<file path="config.mk">
export PLATFORM = sky130hd
export DESIGN_NAME = ccb_resolver_top
export DESIGN_NICKNAME = d
export VERILOG_FILES = /design/src/rtl/ccb_pkg.sv /design/src/rtl/ccb_decode.sv /design/src/rtl/ccb_flag_file.sv /design/src/rtl/ccb_target.sv /design/src/rtl/ccb_resolver_top.sv
export SDC_FILE = /design/constraint.sdc
export NUM_CORES = 1
export LEC_CHECK = 0
export BUFFER_PORTS_ARGS = -buffer_cell sky130_fd_sc_hd__buf_4
export CAP_MARGIN = 15
export CORE_UTILIZATION = 55
export DETAILED_ROUTE_END_ITERATION = 16
export PLACE_DENSITY = 0.85
export SYNTH_ARGS = -nofsm -noshare
export SYNTH_HDL_FRONTEND = slang
export SYNTH_SLANG_ARGS = --single-unit
export TNS_END_PERCENT = 1
</file>
<file path="constraint.sdc">
create_clock -name clk -period 2.1 [get_ports clk]
set_clock_uncertainty 0.1 [all_clocks]
set_input_delay 0 -clock clk [delete_from_list [all_inputs] [get_ports clk]]
set_output_delay 0 -clock clk [all_outputs]
set_load 0.05 [all_outputs]
</file>
<file path="src/rtl/ccb_pkg.sv">
package ccb_pkg;
    localparam int INSTR_W = 32;
    localparam int MAJ_W   = 6;
    localparam int SUB_W   = 5;
    localparam int SEL_W   = 5;
    localparam int OFF_W   = 16;
    localparam int NUM_FLAGS = 1 << SEL_W;

    typedef enum logic [1:0] {
        BK_NONE = 2'd0,
        BK_EQZ  = 2'd1,
        BK_NEZ  = 2'd2,
        BK_RSVD = 2'd3
    } br_kind_e;

    typedef enum logic {
        ST_IDLE = 1'b0,
        ST_EMIT = 1'b1
    } res_state_e;

    typedef struct packed {
        logic [MAJ_W-1:0] major;
        logic [SUB_W-1:0] sub;
        logic [SEL_W-1:0] sel;
        logic [OFF_W-1:0] off;
    } word_fields_t;
endpackage

</file>
<file path="src/rtl/ccb_decode.sv">
module ccb_decode
    import ccb_pkg::*;
#(
    parameter logic [MAJ_W-1:0] MAJOR_OP = 6'b010000,
    parameter logic [SUB_W-1:0] SUB_EQZ  = 5'b01010,
    parameter logic [SUB_W-1:0] SUB_NEZ  = 5'b01011
) (
    input  logic [INSTR_W-1:0] instr,
    output br_kind_e           kind,
    output logic [SEL_W-1:0]   sel,
    output logic [OFF_W-1:0]   off
);
    word_fields_t f;

    always_comb begin
        f    = word_fields_t'(instr);
        sel  = f.sel;
        off  = f.off;
        kind = BK_NONE;
        if (f.major == MAJOR_OP) begin
            if (f.sub == SUB_EQZ)      kind = BK_EQZ;
            else if (f.sub == SUB_NEZ) kind = BK_NEZ;
            else                       kind = BK_RSVD;
        end
    end

    always_comb begin
        p_kind_major_r1: assert ((kind == BK_NONE) == (instr[31:26] != MAJOR_OP))
            else $error("p_kind_major_r1");
    end
endmodule

</file>
<file path="src/rtl/ccb_flag_file.sv">
module ccb_flag_file
    import ccb_pkg::*;
(
    input  logic             clk,
    input  logic             rst_n,
    input  logic             wr_en,
    input  logic [SEL_W-1:0] wr_idx,
    input  logic             wr_data,
    input  logic [SEL_W-1:0] rd_idx,
    output logic             rd_bit
);
    logic [NUM_FLAGS-1:0] flags_q;

    for (genvar i = 0; i < NUM_FLAGS; i++) begin : g_flag
        always_ff @(posedge clk or negedge rst_n) begin
            if (!rst_n)
                flags_q[i] <= 1'b0;
            else if (wr_en && (wr_idx == SEL_W'(i)))
                flags_q[i] <= wr_data;
        end
    end

    assign rd_bit = flags_q[rd_idx];

    p_flag_write_r7: assert property (@(posedge clk) disable iff (!rst_n)
        wr_en |=> flags_q[$past(wr_idx)] == $past(wr_data))
        else $error("p_flag_write_r7");

    p_flag_hold_r7: assert property (@(posedge clk) disable iff (!rst_n)
        !wr_en |=> $stable(flags_q))
        else $error("p_flag_hold_r7");
endmodule

</file>
<file path="src/rtl/ccb_target.sv">
module ccb_target
    import ccb_pkg::*;
#(
    parameter int ADDR_W = 32
) (
    input  logic [ADDR_W-1:0] pc,
    input  logic [OFF_W-1:0]  off,
    output logic [ADDR_W-1:0] target
);
    localparam int EXT_W = ADDR_W - OFF_W - 1;
    localparam logic [ADDR_W-1:0] STEP = ADDR_W'(4);

    logic [ADDR_W-1:0] disp;

    always_comb begin
        disp   = {{EXT_W{off[OFF_W-1]}}, off, 1'b0};
        target = pc + STEP + disp;
    end
endmodule

</file>
<file path="src/rtl/ccb_resolver_top.sv">
module ccb_resolver_top
    import ccb_pkg::*;
#(
    parameter int               ADDR_W   = 32,
    parameter logic [MAJ_W-1:0] MAJOR_OP = 6'b010000
) (
    input  logic                clk,
    input  logic                rst_n,
    input  logic                in_valid,
    input  logic [INSTR_W-1:0]  in_instr,
    input  logic [ADDR_W-1:0]   in_pc,
    input  logic                cop_enable,
    input  logic                flag_we,
    input  logic [SEL_W-1:0]    flag_idx,
    input  logic                flag_wdata,
    output logic                out_valid,
    output logic                out_taken,
    output logic                out_squash,
    output logic [ADDR_W-1:0]   out_target,
    output logic                out_cu_exc,
    output logic                out_ri_exc
);
    br_kind_e          kind;
    logic [SEL_W-1:0]  sel;
    logic [OFF_W-1:0]  off;
    logic              flag_bit;
    logic [ADDR_W-1:0] target_d;
    logic              is_branch, taken_d, cu_d, ri_d;
    res_state_e        state_q, state_d;

    ccb_decode #(.MAJOR_OP(MAJOR_OP)) u_dec (
        .instr (in_instr),
        .kind  (kind),
        .sel   (sel),
        .off   (off)
    );

    ccb_flag_file u_flags (
        .clk     (clk),
        .rst_n   (rst_n),
        .wr_en   (flag_we),
        .wr_idx  (flag_idx),
        .wr_data (flag_wdata),
        .rd_idx  (sel),
        .rd_bit  (flag_bit)
    );

    ccb_target #(.ADDR_W(ADDR_W)) u_tgt (
        .pc     (in_pc),
        .off    (off),
        .target (target_d)
    );

    always_comb begin
        is_branch = (kind == BK_EQZ) || (kind == BK_NEZ);
        cu_d      = is_branch && !cop_enable;
        ri_d      = (kind == BK_RSVD);
        taken_d   = 1'b0;
        if (is_branch && cop_enable)
            taken_d = (kind == BK_EQZ) ? !flag_bit : flag_bit;
    end

    // Next-state process: T_START, T_STREAM, T_DRAIN, T_WAIT
    always_comb begin
        state_d = state_q;
        unique case (state_q)
            ST_IDLE: state_d = in_valid ? ST_EMIT : ST_IDLE;
            ST_EMIT: state_d = in_valid ? ST_EMIT : ST_IDLE;
            default: state_d = ST_IDLE;
        endcase
    end

    always_ff @(posedge clk or negedge rst_n) begin
        if (!rst_n) state_q <= ST_IDLE;
        else        state_q <= state_d;
    end

    // Output process: results captured on entering or staying in ST_EMIT
    always_ff @(posedge clk or negedge rst_n) begin
        if (!rst_n) begin
            out_taken  <= 1'b0;
            out_squash <= 1'b0;
            out_target <= '0;
            out_cu_exc <= 1'b0;
            out_ri_exc <= 1'b0;
        end else if (state_d == ST_EMIT) begin
            out_taken  <= taken_d;
            out_squash <= taken_d;
            out_target <= target_d;
            out_cu_exc <= cu_d;
            out_ri_exc <= ri_d;
        end else begin
            out_taken  <= 1'b0;
            out_squash <= 1'b0;
            out_target <= '0;
            out_cu_exc <= 1'b0;
            out_ri_exc <= 1'b0;
        end
    end

    assign out_valid = (state_q == ST_EMIT);

    p_squash_taken_r4: assert property (@(posedge clk) disable iff (!rst_n)
        out_squash == out_taken)
        else $error("p_squash_taken_r4");

    p_cu_blocks_r5: assert property (@(posedge clk) disable iff (!rst_n)
        out_cu_exc |-> (!out_taken && !out_ri_exc))
        else $error("p_cu_blocks_r5");

    p_ri_blocks_r6: assert property (@(posedge clk) disable iff (!rst_n)
        out_ri_exc |-> (!out_taken && !out_squash))
        else $error("p_ri_blocks_r6");

    p_latency_r8: assert property (@(posedge clk) disable iff (!rst_n)
        in_valid |=> out_valid)
        else $error("p_latency_r8");

    p_drain_r8: assert property (@(posedge clk) disable iff (!rst_n)
        !in_valid |=> !out_valid)
        else $error("p_drain_r8");

    p_quiet_r8: assert property (@(posedge clk) disable iff (!rst_n)
        !out_valid |-> !(out_taken || out_squash || out_cu_exc || out_ri_exc))
        else $error("p_quiet_r8");

    p_enable_cu_r5: assert property (@(posedge clk) disable iff (!rst_n)
        (in_valid && !cop_enable) |=> !out_taken)
        else $error("p_enable_cu_r5");
endmodule

</file>
==> flow_metrics.env <==
export IMPL_viasPerCell=5.83
export IMPL_io_buffers=111
export IMPL_yosys_area_top_type="dfrtp_1"
export IMPL_ys_seq_area_share_pct=34.6
export IMPL_arrival_ns=2.20
export IMPL_syn_area_per_cell_um2=9.95
export IMPL_reg2reg_slack_ns=0.04
export IMPL_wl_per_cell_um=16.2
export IMPL_die_x_um=96.5
export IMPL_final_fill_count=525
export IMPL_synth_seq_cells=68
export IMPL_finalSetupViolCount=0
export IMPL_drt_iter0_markers=197
export IMPL_p_leak_nw=3.48
export IMPL_antenna_left=0
export IMPL_required_ns=2.24
export IMPL_async_flop_share_pct=100
export IMPL_synthFlopType="dfrtp_1"
export IMPL_cts_buffers=9
export IMPL_ys_top_cells_by_count="dfrtp_1, ha_1, nor2_1"
export IMPL_area_growth_pct=42.5
export IMPL_multiInputGateArea_um2=3270
export IMPL_cts_buffer_depth=2
export IMPL_yosys_top_cells_area="dfrtp_1, ha_1, mux2_2"
export IMPL_fin_cells=808
export IMPL_reg2regPathDepth=5
export IMPL_drc=0
export IMPL_synth_edff_count=0
export IMPL_row_count=34
export IMPL_fin_ws_ns=0.0409
export IMPL_placed_area_um2=6530
export IMPL_clk_pin_slew_ns=0.09
export IMPL_root_buffer="clkbuf_8"
export IMPL_grt_setup_unrepaired="true"
export IMPL_yosysWarnings=0
export IMPL_first_global_vias=4692
export IMPL_n_antenna_cell=0
export IMPL_period_minus_slack_ns=2.06
export IMPL_design_area_um2=7010
export IMPL_tightest_slew_ns=0.882
export IMPL_fp_dieArea_um2=9320
export IMPL_fmax_ghz=0.486
export IMPL_dpl_hpwl_um=9680
export IMPL_postSynthCellCount=494
export IMPL_worstSkewPairLatency_ns=0.34
export IMPL_grt_start_max_net_pins=69
export IMPL_hold_path_class="in -> reg"
export IMPL_whs_ns=0.0294
export IMPL_ys_types=55
export IMPL_r2r_end="out_squash"
export IMPL_dp_slack_ns=-0.497
export IMPL_grt_use_total_pct=29.4
export IMPL_netlist_area_leader_share_pct=34.6
export IMPL_dp_cells=782
export IMPL_status="completed"
export IMPL_p_total_w=0.00507
export IMPL_worstSetupStartpointType="flop"
export IMPL_hold_viol=0
export IMPL_h_tree_depth=3
export IMPL_critPathMaxFanout=2
export IMPL_finalWirelength_um=13100
export IMPL_grt_antenna_before_repair=0
export IMPL_cts_sinks=68
export IMPL_drive_gt1_share_pct=42.0
export IMPL_ios=112
export IMPL_slew_viol_final=0
export IMPL_vias=4711
export IMPL_startpoint="u_flags.flags_q[15]"
export IMPL_path_class="reg -> reg"
export IMPL_grt_pass1_wl_um=21200
export IMPL_r2r_start="u_flags.flags_q[15]"
export IMPL_crit_end="out_squash"
export IMPL_syn_num_nets=631
export IMPL_final_seq_area_um2=1700
export IMPL_relSlewSlack_pct=41.2
export IMPL_finalCritPeriodShare_pct=98.1
export IMPL_hold_path_depth=4
export IMPL_cts_tree="done"
export IMPL_gp_congestion=0.881
export IMPL_ir_worst_vdd_uv=460
export IMPL_core_area_um2=8680
export IMPL_p_per_area_nw_per_um2=724
export IMPL_dr_pass1_iters=5
export IMPL_initial_utilization_pct=56.6
export IMPL_overflow=0
export IMPL_synth_most_common_cell="dfrtp_1"
export IMPL_die_h_um=96.5
export IMPL_layout_nets=833
export IMPL_netlist_area_um2=4920
export IMPL_end_kind="flop"
export IMPL_cap_violations=0
==> per-layer routing <==
metal | GRT usage [%] | vias up | wire [µm]
met2 | 52.0 | 196 | 6680
met1 | 35.9 | 2249 | 5230
li1 | - | 2221 | -
met4 | 13.1 | 0 | 447
met3 | 3.44 | 45 | 760
met5 | 0 | - | 0
==> through the flow <==
step	util (%)	setup TNS, ns
after floorplan	-	-0.0405
after global placement	75.3	-4.53
after detailed placement	75.3	-6.03
after CTS	79.6	-0.0382
after global routing	80.7	-0.304
final	80.7	0
==> timing repair <==
item / CTS / global route
pin swaps: 1 / 10
setup endpoints to repair: 8 / 10
endpoints found under the hold margin: 84 / 0
setup buffers: 0 / 1
resized for setup: 8 / 18
hold buffers: 10 / 0
==> registers in the layout (all words and copies together) (netlist names) <==
register and cells:
out_target 32, u_flags.flags_q 32, out_cu_exc 1, out_ri_exc 1
out_squash 1, out_valid 1
==> layout by cell type (no fill, tap or decap), types with 10 or more instances in the layout <==
cell type / Yosys / final
nand2_1: 35 / 35
buf_4: 1 / 197
nor2_1: 40 / 40
o21ai_0: 17 / 13
dlygate4sd3_1: 0 / 10
xnor2_1: 11 / 11
a21oi_1: 28 / 26
ha_1: 61 / 56
nand3_1: 13 / 13
nor3_1: 17 / 17
mux2_2: 33 / 33
inv_1: 18 / 14
mux4_2: 10 / 10
a21o_1: 16 / 16
dfrtp_1: 68 / 68
==> worst min-delay path by stage <==
stage,start,slack [ns],endpoint
final,flag_idx[2],0.03,u_flags.flags_q[18]
after global routing,flag_idx[2],0.03,u_flags.flags_q[10]
after CTS,flag_idx[2],0.01,u_flags.flags_q[9]
after detailed placement,cop_enable,0.07,out_cu_exc
after global placement,rst_n,0.06,u_flags.flags_q[0]
after floorplan,rst_n,-0.40,out_cu_exc
==> cells by family (layout without fill, tap and decap cells) <==
logic type / count (synthesis) / in the layout / synth area share (%)
flops: 68 / 68 / 34.6
simple gates: 161 / 161 / 16.4
compound gates: 102 / 102 / 14.0
xor+xnor: 20 / 20 / 3.56
fa+ha+maj: 62 / 62 / 15.9
mux: 46 / 46 / 12.8
buf+inv: 35 / 241 / 2.77
==> power breakdown <==
part / internal, W / switching (W)
clock network: 0.000784 / 0.000528
logic: 0.000980 / 0.00116
registers: 0.00153 / 0.0000928
total: 0.00329 / 0.00178
==> worst max-delay path, cell delays in order, from the launching register on <==
cell,delay (ns)
dfrtp_1,0.38
mux4_2,0.49
mux4_2,0.49
mux2i_2,0.18
xor2_1,0.10
nor4b_2,0.21
==> layout make-up <==
| type | count | share of cell area [%] |
|---|---|---|
| multi-input combinational | 391 | 46.7 |
| sequential | 68 | 24.3 |
| timing repair buffer | 208 | 22.7 |
| tap | 108 | 1.93 |
| clock buffer | 9 | 1.77 |
| clock inverter | 6 | 1.62 |
| inverter | 18 | 1.00 |
(Power assumes the default switching activity.)
